### src/rtl/dbg_watch_pkg.sv
package dbg_watch_pkg;

  // access size codes
  localparam logic [1:0] SZ_BYTE  = 2'b00;
  localparam logic [1:0] SZ_WORD  = 2'b01;
  localparam logic [1:0] SZ_RSVD  = 2'b10;
  localparam logic [1:0] SZ_DWORD = 2'b11;

  // access kind codes
  localparam logic [1:0] KD_FETCH = 2'b00;
  localparam logic [1:0] KD_WRITE = 2'b01;
  localparam logic [1:0] KD_READ  = 2'b10;

  // slot type qualifier codes
  localparam logic [1:0] QL_EXEC  = 2'b00;
  localparam logic [1:0] QL_WR    = 2'b01;
  localparam logic [1:0] QL_RDWR  = 2'b11;

  // register selects
  localparam logic [2:0] SEL_STAT = 3'd4;
  localparam logic [2:0] SEL_CTRL = 3'd5;

  typedef struct packed {
    logic [1:0] len;
    logic [1:0] rw;
  } slot_cfg_t;

  // low address bits that a size or length code leaves out of the compare
  function automatic logic [1:0] span_mask(input logic [1:0] code);
    case (code)
      SZ_WORD:  span_mask = 2'b01;
      SZ_DWORD: span_mask = 2'b11;
      default:  span_mask = 2'b00;
    endcase
  endfunction

endpackage

### src/rtl/dbg_slot_cmp.sv
module dbg_slot_cmp
  import dbg_watch_pkg::*;
#(
  parameter int AW = 32
) (
  input  logic [AW-1:0] acc_addr,
  input  logic [1:0]    acc_size,
  input  logic [1:0]    acc_kind,
  input  logic [AW-1:0] bp_addr,
  input  slot_cfg_t     cfg,
  input  logic          armed,
  output logic          hit
);

  logic          len_ok;
  logic          size_ok;
  logic          kind_ok;
  logic [1:0]    lo_mask;
  logic [AW-1:0] cmp_mask;

  always_comb begin
    len_ok  = (cfg.len != SZ_RSVD);
    size_ok = (acc_size != SZ_RSVD);
    // aligned power-of-two regions overlap iff equal under the wider mask
    lo_mask  = span_mask(cfg.len) | span_mask(acc_size);
    cmp_mask = {{(AW-2){1'b1}}, ~lo_mask};
    case (cfg.rw)
      QL_EXEC: kind_ok = (acc_kind == KD_FETCH);
      QL_WR:   kind_ok = (acc_kind == KD_WRITE);
      QL_RDWR: kind_ok = (acc_kind == KD_WRITE) || (acc_kind == KD_READ);
      default: kind_ok = 1'b0;
    endcase
    hit = armed && len_ok && size_ok && kind_ok &&
          ((acc_addr & cmp_mask) == (bp_addr & cmp_mask));
  end

endmodule

### src/rtl/dbg_regs.sv
module dbg_regs
  import dbg_watch_pkg::*;
#(
  parameter int AW     = 32,
  parameter int NUM_BP = 4
) (
  input  logic                 clk,
  input  logic                 rst_n,
  input  logic                 reg_en,
  input  logic                 reg_we,
  input  logic [2:0]           reg_sel,
  input  logic [31:0]          reg_wdata,
  output logic [31:0]          reg_rdata,
  input  logic [NUM_BP-1:0]    hit_vec,
  input  logic                 step_pulse,
  input  logic                 task_pulse,
  output logic [NUM_BP*AW-1:0] bp_flat,
  output logic [NUM_BP*4-1:0]  cfg_flat,
  output logic [NUM_BP-1:0]    slot_armed,
  output logic                 guard_trap,
  output logic                 gd_now,
  output logic [NUM_BP+2:0]    stat_now
);

  localparam int DW      = 32;
  localparam int IDXW    = $clog2(NUM_BP);
  localparam int GLB_LSB = NUM_BP;
  localparam int CFG_LSB = 2 * NUM_BP;
  localparam int CFG_END = CFG_LSB + 4 * NUM_BP;
  localparam int GD_BIT  = DW - 1;
  localparam int BD_BIT  = NUM_BP;
  localparam int BS_BIT  = NUM_BP + 1;
  localparam int BT_BIT  = NUM_BP + 2;
  localparam logic [2:0] SEL_BP_END = 3'(NUM_BP);

  logic [AW-1:0]     bp_q  [NUM_BP];
  slot_cfg_t         cfg_q [NUM_BP];
  logic [NUM_BP-1:0] loc_q, glb_q, b_q;
  logic              gd_q, bd_q, bs_q, bt_q;
  logic              wr_ok, rd_ok, wr_stat, wr_ctrl;
  logic              unused_wbits;

  assign unused_wbits = ^reg_wdata[GD_BIT-1:CFG_END];

  assign guard_trap = reg_en && gd_q;
  assign wr_ok      = reg_en && reg_we && !gd_q;
  assign rd_ok      = reg_en && !reg_we && !gd_q;
  assign wr_stat    = wr_ok && (reg_sel == SEL_STAT);
  assign wr_ctrl    = wr_ok && (reg_sel == SEL_CTRL);

  always_ff @(posedge clk or negedge rst_n) begin
    if (!rst_n) begin
      for (int i = 0; i < NUM_BP; i++) begin
        bp_q[i]  <= '0;
        cfg_q[i] <= '0;
      end
      loc_q <= '0;
      glb_q <= '0;
      b_q   <= '0;
      gd_q  <= 1'b0;
      bd_q  <= 1'b0;
      bs_q  <= 1'b0;
      bt_q  <= 1'b0;
    end else begin
      if (wr_ok && (reg_sel < SEL_BP_END))
        bp_q[reg_sel[IDXW-1:0]] <= reg_wdata[AW-1:0];
      if (wr_ctrl) begin
        loc_q <= reg_wdata[0 +: NUM_BP];
        glb_q <= reg_wdata[GLB_LSB +: NUM_BP];
        for (int i = 0; i < NUM_BP; i++)
          cfg_q[i] <= reg_wdata[CFG_LSB + 4*i +: 4];
      end
      if (guard_trap)   gd_q <= 1'b0;
      else if (wr_ctrl) gd_q <= reg_wdata[GD_BIT];
      // hardware causes are ORed after a software write so they win
      b_q  <= (wr_stat ? reg_wdata[NUM_BP-1:0] : b_q) | hit_vec;
      bd_q <= (wr_stat ? reg_wdata[BD_BIT] : bd_q) | guard_trap;
      bs_q <= (wr_stat ? reg_wdata[BS_BIT] : bs_q) | step_pulse;
      bt_q <= (wr_stat ? reg_wdata[BT_BIT] : bt_q) | task_pulse;
    end
  end

  always_comb begin
    reg_rdata = '0;
    if (rd_ok) begin
      if (reg_sel < SEL_BP_END) begin
        reg_rdata = DW'(bp_q[reg_sel[IDXW-1:0]]);
      end else if (reg_sel == SEL_STAT) begin
        reg_rdata[NUM_BP-1:0] = b_q;
        reg_rdata[BD_BIT]     = bd_q;
        reg_rdata[BS_BIT]     = bs_q;
        reg_rdata[BT_BIT]     = bt_q;
      end else if (reg_sel == SEL_CTRL) begin
        reg_rdata[0 +: NUM_BP]       = loc_q;
        reg_rdata[GLB_LSB +: NUM_BP] = glb_q;
        for (int i = 0; i < NUM_BP; i++)
          reg_rdata[CFG_LSB + 4*i +: 4] = cfg_q[i];
        reg_rdata[GD_BIT] = gd_q;
      end
    end
  end

  for (genvar g = 0; g < NUM_BP; g++) begin : g_flat
    assign bp_flat[g*AW +: AW] = bp_q[g];
    assign cfg_flat[g*4 +: 4]  = cfg_q[g];
  end

  assign slot_armed = loc_q | glb_q;
  assign gd_now     = gd_q;
  assign stat_now   = {bt_q, bs_q, bd_q, b_q};

endmodule

### src/rtl/dbg_watch_unit.sv
module dbg_watch_unit
  import dbg_watch_pkg::*;
#(
  parameter int AW     = 32,
  parameter int NUM_BP = 4
) (
  input  logic          clk,
  input  logic          rst_n,
  input  logic          acc_valid,
  output logic          acc_ready,
  input  logic [AW-1:0] acc_addr,
  input  logic [1:0]    acc_size,
  input  logic [1:0]    acc_kind,
  input  logic          reg_en,
  input  logic          reg_we,
  input  logic [2:0]    reg_sel,
  input  logic [31:0]   reg_wdata,
  output logic [31:0]   reg_rdata,
  input  logic          step_pulse,
  input  logic          task_pulse,
  output logic          dbg_trap
);

  localparam int BD_IDX = NUM_BP;
  localparam int BS_IDX = NUM_BP + 1;
  localparam int BT_IDX = NUM_BP + 2;

  logic [NUM_BP*AW-1:0] bp_flat;
  logic [NUM_BP*4-1:0]  cfg_flat;
  logic [NUM_BP-1:0]    slot_armed;
  logic [NUM_BP-1:0]    hit_raw;
  logic [NUM_BP-1:0]    hit_vec;
  logic                 guard_trap;
  logic                 gd_now;
  logic [NUM_BP+2:0]    stat_now;
  logic                 trap_q;
  logic                 take;

  assign acc_ready = !trap_q;
  assign take      = acc_valid && acc_ready;
  assign hit_vec   = hit_raw & {NUM_BP{take}};
  assign dbg_trap  = trap_q;

  for (genvar g = 0; g < NUM_BP; g++) begin : g_slot
    dbg_slot_cmp #(.AW(AW)) u_cmp (
      .acc_addr (acc_addr),
      .acc_size (acc_size),
      .acc_kind (acc_kind),
      .bp_addr  (bp_flat[g*AW +: AW]),
      .cfg      (cfg_flat[g*4 +: 4]),
      .armed    (slot_armed[g]),
      .hit      (hit_raw[g])
    );
  end

  dbg_regs #(.AW(AW), .NUM_BP(NUM_BP)) u_regs (
    .clk        (clk),
    .rst_n      (rst_n),
    .reg_en     (reg_en),
    .reg_we     (reg_we),
    .reg_sel    (reg_sel),
    .reg_wdata  (reg_wdata),
    .reg_rdata  (reg_rdata),
    .hit_vec    (hit_vec),
    .step_pulse (step_pulse),
    .task_pulse (task_pulse),
    .bp_flat    (bp_flat),
    .cfg_flat   (cfg_flat),
    .slot_armed (slot_armed),
    .guard_trap (guard_trap),
    .gd_now     (gd_now),
    .stat_now   (stat_now)
  );

  always_ff @(posedge clk or negedge rst_n) begin
    if (!rst_n) trap_q <= 1'b0;
    else        trap_q <= (|hit_vec) || guard_trap;
  end


  hit_sets_trap_chk: assert property (@(posedge clk) disable iff (!rst_n)
    (|hit_vec) |=> (dbg_trap && ((stat_now[NUM_BP-1:0] & $past(hit_vec)) == $past(hit_vec))));


  stall_keeps_b_chk: assert property (@(posedge clk) disable iff (!rst_n)
    (acc_valid && !acc_ready && !(reg_en && reg_we && reg_sel == SEL_STAT))
      |=> $stable(stat_now[NUM_BP-1:0]));


  guard_clear_chk: assert property (@(posedge clk) disable iff (!rst_n)
    guard_trap |=> (dbg_trap && !gd_now && stat_now[BD_IDX]));


  guard_blank_chk: assert property (@(posedge clk) disable iff (!rst_n)
    (reg_en && gd_now) |-> (reg_rdata == '0));


  step_quiet_chk: assert property (@(posedge clk) disable iff (!rst_n)
    (step_pulse && !(|hit_vec) && !guard_trap) |=> (!dbg_trap && stat_now[BS_IDX]));


  task_quiet_chk: assert property (@(posedge clk) disable iff (!rst_n)
    (task_pulse && !(|hit_vec) && !guard_trap) |=> (!dbg_trap && stat_now[BT_IDX]));

endmodule

### config.mk
export PLATFORM = sky130hd
export DESIGN_NAME = dbg_watch_unit
export DESIGN_NICKNAME = d
export VERILOG_FILES = /design/src/rtl/dbg_watch_pkg.sv /design/src/rtl/dbg_slot_cmp.sv /design/src/rtl/dbg_regs.sv /design/src/rtl/dbg_watch_unit.sv
export SDC_FILE = /design/constraint.sdc
export NUM_CORES = 1
export LEC_CHECK = 0
export ABC_AREA = 1
export BUFFER_PORTS_ARGS = -buffer_cell sky130_fd_sc_hd__buf_2
export CAP_MARGIN = 25
export CORE_AREA = 2 2 171 173
export DETAILED_ROUTE_END_ITERATION = 10
export DIE_AREA = 0 0 173 175
export HOLD_SLACK_MARGIN = 0.12
export PLACE_DENSITY = 0.62
export SLEW_MARGIN = 15
export SYNTH_ARGS = -nofsm -noshare
export SYNTH_HDL_FRONTEND = slang
export SYNTH_HIERARCHICAL = 1
export SYNTH_SLANG_ARGS = --single-unit
### constraint.sdc
create_clock -name clk -period 2.7 [get_ports clk]
set_input_delay 0.81 -clock clk [delete_from_list [all_inputs] [get_ports clk]]
set_output_delay 0.81 -clock clk [all_outputs]
set_load 0.01 [all_outputs]
==> flow_summary.json, run 1 <==
{
  "cts.clk_slew.worst_paths_ns": 0.07,
  "dieArea_mm2": 0.0303,
  "required_ns": 1.89,
  "viasPerCell": 4.75,
  "globalplace.congestion": 0.947,
  "ant_nets": 0,
  "worst_ep_arrival_time_ns": 1.84,
  "p_per_area_mw_per_mm2": 787,
  "cts_buffers": 17,
  "synthCells": 1704,
  "p_clk_share_pct": 25.5,
  "pwr-share-seq_pct": 41.2,
  "cts-htree-levels": 4,
  "fin_hold_ws_ns": 0.343,
  "dpl.hpwl_um": 27700,
  "end_kind": "output pin",
  "start_kind": "primary input",
  "die_h_um": 175,
  "setup_viol": 0,
  "wl_met2_um": 16500,
  "drc_errors": 0,
  "coreArea_mm2": 0.0284,
  "dp.cells": 2194,
  "firstDrtPassIters": 6,
  "crit_type": "in -> out",
  "grt-ovfl-total": 0,
  "cts_tree": "yes",
  "area_growth_pct": 17.1,
  "comb_power_share_pct": 33.3,
  "grt_pass1_vias": 10100,
  "synth_area_per_cell_um2": 6.56,
  "max_freq_mhz": 377,
  "finalHoldViolCount": 0,
  "yosysWarnings": 6,
  "rows": 62,
  "min_period_ns": 2.65,
  "drive_gt1_share_pct": 18.8,
  "slew_violations": 0,
  "netlist_area_mm2": 0.0112,
  "vias": 10600,
  "status": "finished clean",
  "post_drt_wl_per_cell_um": 16.2,
  "relSlewSlack_pct": 63.3,
  "stdcell_area_mm2": 0.0131,
  "antenna_found_initial": 4,
  "final_util_pct": 46.1,
  "fill_cells": 2943,
  "placed_area_mm2": 0.0123,
  "hp-class": "in -> async",
  "p_leak_nw": 7.37,
  "switching_share_pct": 40.7,
  "fin_cells": 2232,
  "finClkSkew_ns": 0.0156,
  "fp.dieW_um": 173,
  "numPortBuffers": 111,
  "tightest_slew_ns": 0.551,
  "cts_sinks": 161,
  "cts_root_buffer": "clkbuf_16",
  "start_util_pct": 39.4,
  "dr.max_layer_used": "met5",
  "fin_tns_setup_ns": 0,
  "syn_nets": 1790,
  "switchingPower_mw": 4.20,
  "intPower_mw": 6.12,
  "drt_iter0_drc": 1096,
  "drv_cap": 0,
  "insertion_delay_ns": 0.44,
  "hold_buffers": 0,
  "ioPinCount": 112,
  "wl_met1_um": 16000,
  "worstPathMaxFanout": 9,
  "clk_path_buf_depth": 2,
  "finalCritPeriodShare_pct": 98.2,
  "p_total_mw": 10.3,
  "pre_cts_ws_ns": -0.0443,
  "grtUsageTotal_pct": 24.4,
  "wl_um": 36200,
  "finalWorstSetupSlack_ns": 0.0497,
  "grt_start_max_net_pins": 65,
  "vdd_ir_drop_max_uv": 474,
  "wl_met3_um": 2350,
  "grt_pass1_wl_um": 56600,
  "num-nets-final": 1919
}
==> routing by layer <==
metal	GRT usage, %	vias to the layer above
met2	39.3	378
li1	-	5381
met4	9.89	4
met1	32.9	4781
met5	0	-
met3	3.94	58
==> power groups by stage <==
stage               combinational, mW  clock [mW]  sequential (mW)
CTS                              3.39        2.67             4.24
global placement                 3.28           0             4.25
floorplan                        2.47           0             3.90
finish                           3.43        2.63             4.25
detailed placement               3.37           0             4.27
global route                     3.93        2.77             4.37
==> final timing paths <==
check,start,end,slack (ns),cells after the start
setup / recovery,reg_sel[1],reg_rdata[14],0.05,10
hold / removal,rst_n,u_regs/bp_flat[35]$_DFFE_PN0P_,0.34,1
setup reg to reg,u_regs/cfg_flat[5]$_DFFE_PN0P_,u_regs/b_q[1]$_DFF_PN0_,0.73,11
hold reg to reg,u_regs/b_q[1]$_DFF_PN0_,u_regs/b_q[1]$_DFF_PN0_,0.49,2
max in group asynchronous,rst_n,u_regs/bp_flat[27]$_DFFE_PN0P_,1.59,2
min in group clk,u_regs/b_q[1]$_DFF_PN0_,u_regs/b_q[1]$_DFF_PN0_,0.49,2
==> final cells by class <==
class / instances / area (µm²) / share of cell area [%]
diodes: 2 / 5.00 / 0.0382
clock inverters: 14 / 191 / 1.46
flip-flops and latches: 161 / 4030 / 30.8
inverters: 304 / 1160 / 8.82
repair buffers: 162 / 1240 / 9.46
clock buffers: 18 / 439 / 3.35
multi-input cells: 1187 / 5560 / 42.4
well taps: 384 / 480 / 3.67
==> critical path, cell delays in order <==
cell and delay [ns]:
buf_6 0.12, inv_8 0.07, nand2_4 0.05, nor2_4 0.08
inv_2 0.06, nor2_8 0.20, buf_12 0.16, nand2_1 0.05
nand2_1 0.09, buf_2 0.13
==> state kept, by name (all words and copies together) (netlist names) <==
signal and flops:
u_regs/bp_flat 128, u_regs/bt_q 1, u_regs/glb_q 4, u_regs/b_q 4, u_regs/gd_now 1, u_regs/loc_q 4
u_regs/cfg_flat 16, u_regs/bs_q 1, u_regs/bd_q 1, dbg_trap 1
==> cell usage in the layout, fill, tap and decap left out, types with 3 or more instances in the layout <==
cell and n:
inv_6 4, buf_12 20, nor2_8 4, a21oi_1 13
nand2_2 8, nand3_1 50, inv_2 17, nand3_4 4
clkbuf_16 18, nor3_2 4, buf_2 108, o21ai_0 29
nor2_4 4, nor2_1 187, o21ai_1 88, dfrtp_1 161
o21ai_2 95, ha_1 8, nand2_1 664, inv_4 3
buf_6 7, bufinv_16 3, buf_4 26, inv_8 4
xnor2_1 8, a21oi_2 5, inv_1 283, or2_2 4
xor2_1 8
==> what timing repair did <==
action	in CTS	in global routing
pin swaps	0	4
endpoints found under the setup margin	15	31
gates resized for setup	5	21
cloned	0	1
endpoints found under the hold margin	0	0
buffers inserted	0	3
Note: power is estimated with default switching activity, not from simulation.
==> run 2, diff against run 1 <==
--- a/config.mk
+++ b/config.mk
@@ -9,8 +9,10 @@
 export BUFFER_PORTS_ARGS = -buffer_cell sky130_fd_sc_hd__buf_2
 export CAP_MARGIN = 25
 export CORE_AREA = 2 2 171 173
+export CTS_CLUSTER_SIZE = 25
 export DETAILED_ROUTE_END_ITERATION = 10
 export DIE_AREA = 0 0 173 175
+export GPL_TIMING_DRIVEN = 0
 export HOLD_SLACK_MARGIN = 0.12
 export PLACE_DENSITY = 0.62
 export SLEW_MARGIN = 15
==> flow_summary.json, run 2 (synthesized netlist as in run 1, its figures left out) <==
{
  "start_kind": "primary input",
  "worst_path_most_repeated_cell": "buf_12",
  "stdcell_area_mm2": 0.0134,
  "numPortBuffers": 108,
  "vdd_ir_drop_max_uv": 481,
  "cts_root_buffer": "clkbuf_16",
  "globalplace.congestion": 1.03,
  "start_util_pct": 39.4,
  "p_per_area_mw_per_mm2": 773,
  "ioPinCount": 112,
  "min_period_ns": 2.69,
  "rows": 62,
  "placed_area_mm2": 0.0122,
  "max_freq_mhz": 371,
  "viasPerCell": 4.97,
  "finClkSkew_ns": 0.00786,
  "p_leak_nw": 7.45,
  "wl_um": 41900,
  "grt_start_max_net_pins": 94,
  "ant_nets": 0,
  "rsz0062_at_grt": "true",
  "setup_viol": 0,
  "dpl.hpwl_um": 30800,
  "vias": 11200,
  "area_growth_pct": 19.5,
  "drt_iter0_drc": 1140,
  "coreArea_mm2": 0.0284,
  "worst_ep_arrival_time_ns": 1.88,
  "cp_slowest_cell": "o21ai_0",
  "drc_errors": 0,
  "dieArea_mm2": 0.0303,
  "wl_met1_um": 18000,
  "final_cell_mix": "653 x nand2_1, 280 x inv_1, 185 x nor2_1, 160 x dfrtp_1, 101 x buf_2",
  "finalHoldViolCount": 0,
  "insertion_delay_ns": 0.44,
  "required_ns": 1.89,
  "cts_tree": "yes",
  "cts.clk_slew.worst_paths_ns": 0.07,
  "path_cells": "buf_12, buf_12, buf_12, nor2_1, o21ai_0, nand3_1, nand2_1, buf_2",
  "final_common_cell": "nand2_1",
  "grt_pass1_vias": 10500,
  "drv_cap": 0,
  "p_total_mw": 10.3,
  "largest_register_ffs": 128,
  "tightest_slew_ns": 0.968,
  "finalCritPeriodShare_pct": 99.8,
  "dr.max_layer_used": "met4",
  "status": "finished clean",
  "relSlewSlack_pct": 35.5,
  "post_drt_wl_per_cell_um": 18.6,
  "grtUsageTotal_pct": 27.8,
  "end_kind": "output pin",
  "wl_met2_um": 18900,
  "cts_sinks": 161,
  "cts_buffers": 17,
  "drive_gt1_share_pct": 20.2,
  "grt-ovfl-total": 0,
  "hp-class": "in -> async",
  "fp.dieW_um": 173,
  "grt_pass1_wl_um": 63000,
  "die_h_um": 175,
  "num-nets-final": 1936,
  "cts-htree-levels": 4,
  "firstDrtPassIters": 6,
  "antenna_found_initial": 2,
  "wl_met3_um": 3270,
  "hold_buffers": 0,
  "clk_path_buf_depth": 2,
  "crit_type": "in -> out",
  "critPathMaxStageDelay_ns": 0.21,
  "slew_violations": 0,
  "worstPathMaxFanout": 10
}
-- run 2: cell count changes in the layout (fill, tap and decap cells not counted), moves of 8 or more --
cell,change
buf_4,-13
nand2_1,-11
o21ai_0,-8
nand2_2,+11
buf_6,+27
o21ai_1,+8
-- run 2: what timing repair did --
| item | CTS | global route |
|---|---|---|
| cloned | 2 | 2 |
| pin swaps | 12 | 18 |
| setup buffers | 10 | 6 |
| setup endpoints to repair | 32 | 32 |
| gates resized for setup | 48 | 41 |
-- run 2: area by class of cell --
cell class	count	area (µm²)
buffer	51	604
clock inverter	15	166
clock buffer	17	425
tap	384	480
sequential	161	4030
inverter	304	1170
timing repair buffer	128	906
fill	2990	15000
antenna	2	5.00
multi-input combinational	1187	5580
-- run 2: routing by layer --
layer | track usage, % | vias to the layer above
met2 | 44.7 | 473
met4 | 10.9 | 0
met5 | 0 | -
met3 | 5.11 | 95
met1 | 37.2 | 5189
li1 | - | 5416
-- run 2: metrics by stage --
| step | cells | setup slack [ns] | hold slack [ns] | util (%) | TNS, ns |
|---|---|---|---|---|---|
| after floorplan | 1704 | 0.243 | 0.449 | - | 0 |
| after detailed placement | 2197 | -0.325 | 0.471 | 43.1 | -5.82 |
| final | 2249 | 0.00533 | 0.319 | 47.1 | 0 |
| after global placement | 2196 | -1.78 | 0.470 | 43.0 | -289.50 |
| after CTS | 2241 | -0.0260 | 0.343 | 46.4 | -0.124 |
| after global routing | 2249 | -0.0265 | 0.359 | 47.1 | -0.122 |
-- run 2: worst max-delay path: cells and delay by family --
family | cells | cell delay, ns
buf+inv | 4 | 0.56
simple gates | 3 | 0.27
compound gates | 1 | 0.21
-- run 2: worst paths after layout --
| check | startpoint | endpoint | slack (ns) | depth (start not counted) |
|---|---|---|---|---|
| hold / removal | rst_n | u_regs/bp_flat[67]$_DFFE_PN0P_ | 0.32 | 1 |
| setup reg to reg | u_regs/cfg_flat[9]$_DFFE_PN0P_ | u_regs/b_q[2]$_DFF_PN0_ | 0.75 | 11 |
| setup / recovery | reg_sel[0] | reg_rdata[19] | 0.005 | 8 |
| min in group clk | u_regs/b_q[0]$_DFF_PN0_ | u_regs/b_q[0]$_DFF_PN0_ | 0.49 | 2 |
| hold reg to reg | u_regs/b_q[0]$_DFF_PN0_ | u_regs/b_q[0]$_DFF_PN0_ | 0.49 | 2 |
| max in group asynchronous | rst_n | u_regs/bp_flat[119]$_DFFE_PN0P_ | 1.49 | 2 |
-- run 2: where the power goes --
group	switching (mW)	leakage [nW]	internal, mW
Combinational	2.16	5.13	1.42
Clock	1.19	0.288	1.32
Sequential	1.00	2.04	3.23
Total	4.35	7.45	5.98
==> run 3, diff against run 2 <==
--- a/config.mk
+++ b/config.mk
@@ -5,16 +5,15 @@
 export SDC_FILE = /design/constraint.sdc
 export NUM_CORES = 1
 export LEC_CHECK = 0
-export ABC_AREA = 1
 export BUFFER_PORTS_ARGS = -buffer_cell sky130_fd_sc_hd__buf_2
 export CAP_MARGIN = 25
-export CORE_AREA = 2 2 171 173
+export CORE_AREA = 2 2 157 159
 export CTS_CLUSTER_SIZE = 25
 export DETAILED_ROUTE_END_ITERATION = 10
-export DIE_AREA = 0 0 173 175
+export DIE_AREA = 0 0 159 161
 export GPL_TIMING_DRIVEN = 0
 export HOLD_SLACK_MARGIN = 0.12
-export PLACE_DENSITY = 0.62
+export PLACE_DENSITY = 0.63
 export SLEW_MARGIN = 15
 export SYNTH_ARGS = -nofsm -noshare
 export SYNTH_HDL_FRONTEND = slang
==> flow_summary.json, run 3 <==
{
  "status": "complete, but fails checks",
  "violations": "negative setup slack",
  "cts_sinks": 161,
  "min_period_ns": 2.90,
  "stdcell_area_mm2": 0.0116,
  "insertion_delay_ns": 0.43,
  "synth_area_per_cell_um2": 13.4,
  "start_kind": "primary input",
  "worst_ep_arrival_time_ns": 2.09,
  "ant_nets": 0,
  "rows": 57,
  "required_ns": 1.89,
  "drt_iter0_drc": 503,
  "viasPerCell": 5.43,
  "cts.clk_slew.worst_paths_ns": 0.06,
  "grtUsageMet1_pct": 29.7,
  "area_growth_pct": 23.8,
  "placed_area_mm2": 0.0104,
  "grt_start_max_net_pins": 89,
  "final_common_cell": "dfrtp_1",
  "finalWorstSetupSlack_ns": -0.205,
  "numPortBuffers": 110,
  "vdd_ir_drop_max_uv": 375,
  "grt_pass1_vias": 6727,
  "hp-class": "in -> async",
  "netlist_area_mm2": 0.00938,
  "cts-htree-levels": 4,
  "grt_pass1_wl_um": 41200,
  "num-nets-final": 936,
  "antenna_found_initial": 0,
  "yosysWarnings": 6,
  "ioPinCount": 112,
  "top_usage_layer": "met2",
  "pre_cts_ws_ns": -0.587,
  "setup_viol": 32,
  "dpl.hpwl_um": 19200,
  "syn_nets": 788,
  "crit_type": "in -> out",
  "max_freq_mhz": 344,
  "finalCritPeriodShare_pct": 108,
  "dieArea_mm2": 0.0256,
  "finClkSkew_ns": 0.00805,
  "fill_cells": 2189,
  "cts_buffers": 17,
  "rsz0062_at_grt": "true",
  "clk_path_buf_depth": 2,
  "grt-ovfl-total": 0,
  "end_kind": "output pin",
  "final_cell_mix": "161 x dfrtp_1, 126 x mux2_2, 101 x buf_2, 76 x xor2_1, 48 x xnor2_1",
  "synthCells": 702,
  "firstDrtPassIters": 4,
  "relSlewSlack_pct": 41.7,
  "drv_cap": 0,
  "vias": 6446,
  "fin_cells": 1188,
  "p_per_area_mw_per_mm2": 712,
  "fin_hold_ws_ns": 0.356,
  "start_util_pct": 39.1,
  "finalHoldViolCount": 0,
  "coreArea_mm2": 0.0240,
  "fp.dieW_um": 159,
  "largest_register_ffs": 128,
  "p_leak_nw": 5.11,
  "tightest_slew_ns": 0.872,
  "post_drt_wl_per_cell_um": 23.2,
  "dp.cells": 1137,
  "gr-usage-met3_pct": 5.14,
  "grtUsageMet2_pct": 34.9,
  "cts_root_buffer": "clkbuf_16",
  "final_util_pct": 48.4,
  "die_h_um": 161,
  "drc_errors": 0,
  "hold_buffers": 0,
  "globalplace.congestion": 0.841,
  "cts_tree": "yes",
  "worstPathMaxFanout": 10,
  "drive_gt1_share_pct": 48.2,
  "grtUsageTotal_pct": 21.7,
  "wl_um": 27600,
  "slew_violations": 0
}
==> run 3: cell count changes in the layout (fill, tap and decap cells not counted), moves of 32 or more <==
cell     change
inv_1      -265
mux2_2     +126
mux4_2      +32
nand2_1    -652
nand3_1     -40
nor2_1     -173
o21ai_1     -96
o21ai_2     -95
xnor2_1     +40
xor2_1      +68
==> run 3: cell type report <==
class	instances	area [µm²]	area share [%]
sequential	161	4030	34.7
tap	324	405	3.49
buffer	29	390	3.36
antenna	1	2.50	0.0216
clock inverter	13	210	1.81
multi-input combinational	496	5130	44.2
inverter	15	56.3	0.485
clock buffer	19	443	3.82
timing repair buffer	130	941	8.11
==> run 3: path summary, 6_finish.rpt <==
kind | startpoint | to | slack [ns] | cells after the start
min | rst_n | u_regs/bp_flat[13]$_DFFE_PN0P_ | 0.36 | 1
min in group clk | u_regs/loc_q[1]$_DFFE_PN0P_ | u_regs/loc_q[1]$_DFFE_PN0P_ | 0.51 | 1
min reg2reg | u_regs/loc_q[1]$_DFFE_PN0P_ | u_regs/loc_q[1]$_DFFE_PN0P_ | 0.51 | 1
max | reg_we | reg_rdata[14] | -0.20 | 6
max reg2reg | u_regs/bp_flat[121]$_DFFE_PN0P_ | u_regs/b_q[3]$_DFF_PN0_ | 0.14 | 6
max in group asynchronous | rst_n | u_regs/bp_flat[74]$_DFFE_PN0P_ | 1.49 | 2
==> run 3: what timing repair did <==
| item | in CTS | in global routing |
|---|---|---|
| resized for setup | 64 | 18 |
| endpoints found under the setup margin | 32 | 33 |
| pin swaps | 6 | 9 |
| buffers inserted | 9 | 6 |
| cloned | 2 | 4 |
==> run 3: power by group <==
group	internal, mW	switching, mW
clock	1.67	1.05
combinational	1.22	0.799
sequential	2.97	0.569
total	5.85	2.41
==> run 3: per-stage QoR <==
| step | TNS, ns | total power, mW |
|---|---|---|
| 6_report | -3.87 | 8.27 |
| 3_5_place_dp | -15.38 | 5.46 |
| 2_1_floorplan | -0.210 | 4.80 |
| 4_1_cts | -5.21 | 8.27 |
| 5_1_grt | -4.82 | 8.65 |
| 3_3_place_gp | -299.88 | 5.42 |
==> run 3: metal layers <==
| layer | vias up | share of wire (%) |
|---|---|---|
| li1 | 2877 | - |
| met1 | 3325 | 44 |
| met2 | 211 | 47 |
| met3 | 33 | 6.9 |
| met4 | 0 | 1.5 |
| met5 | - | 0 |
==> run 3: critical path, cell delays in order <==
cell,delay (ns)
buf_6,0.09
or3b_4,0.45
nor2_8,0.23
buf_12,0.18
a22o_1,0.18
buf_2,0.14
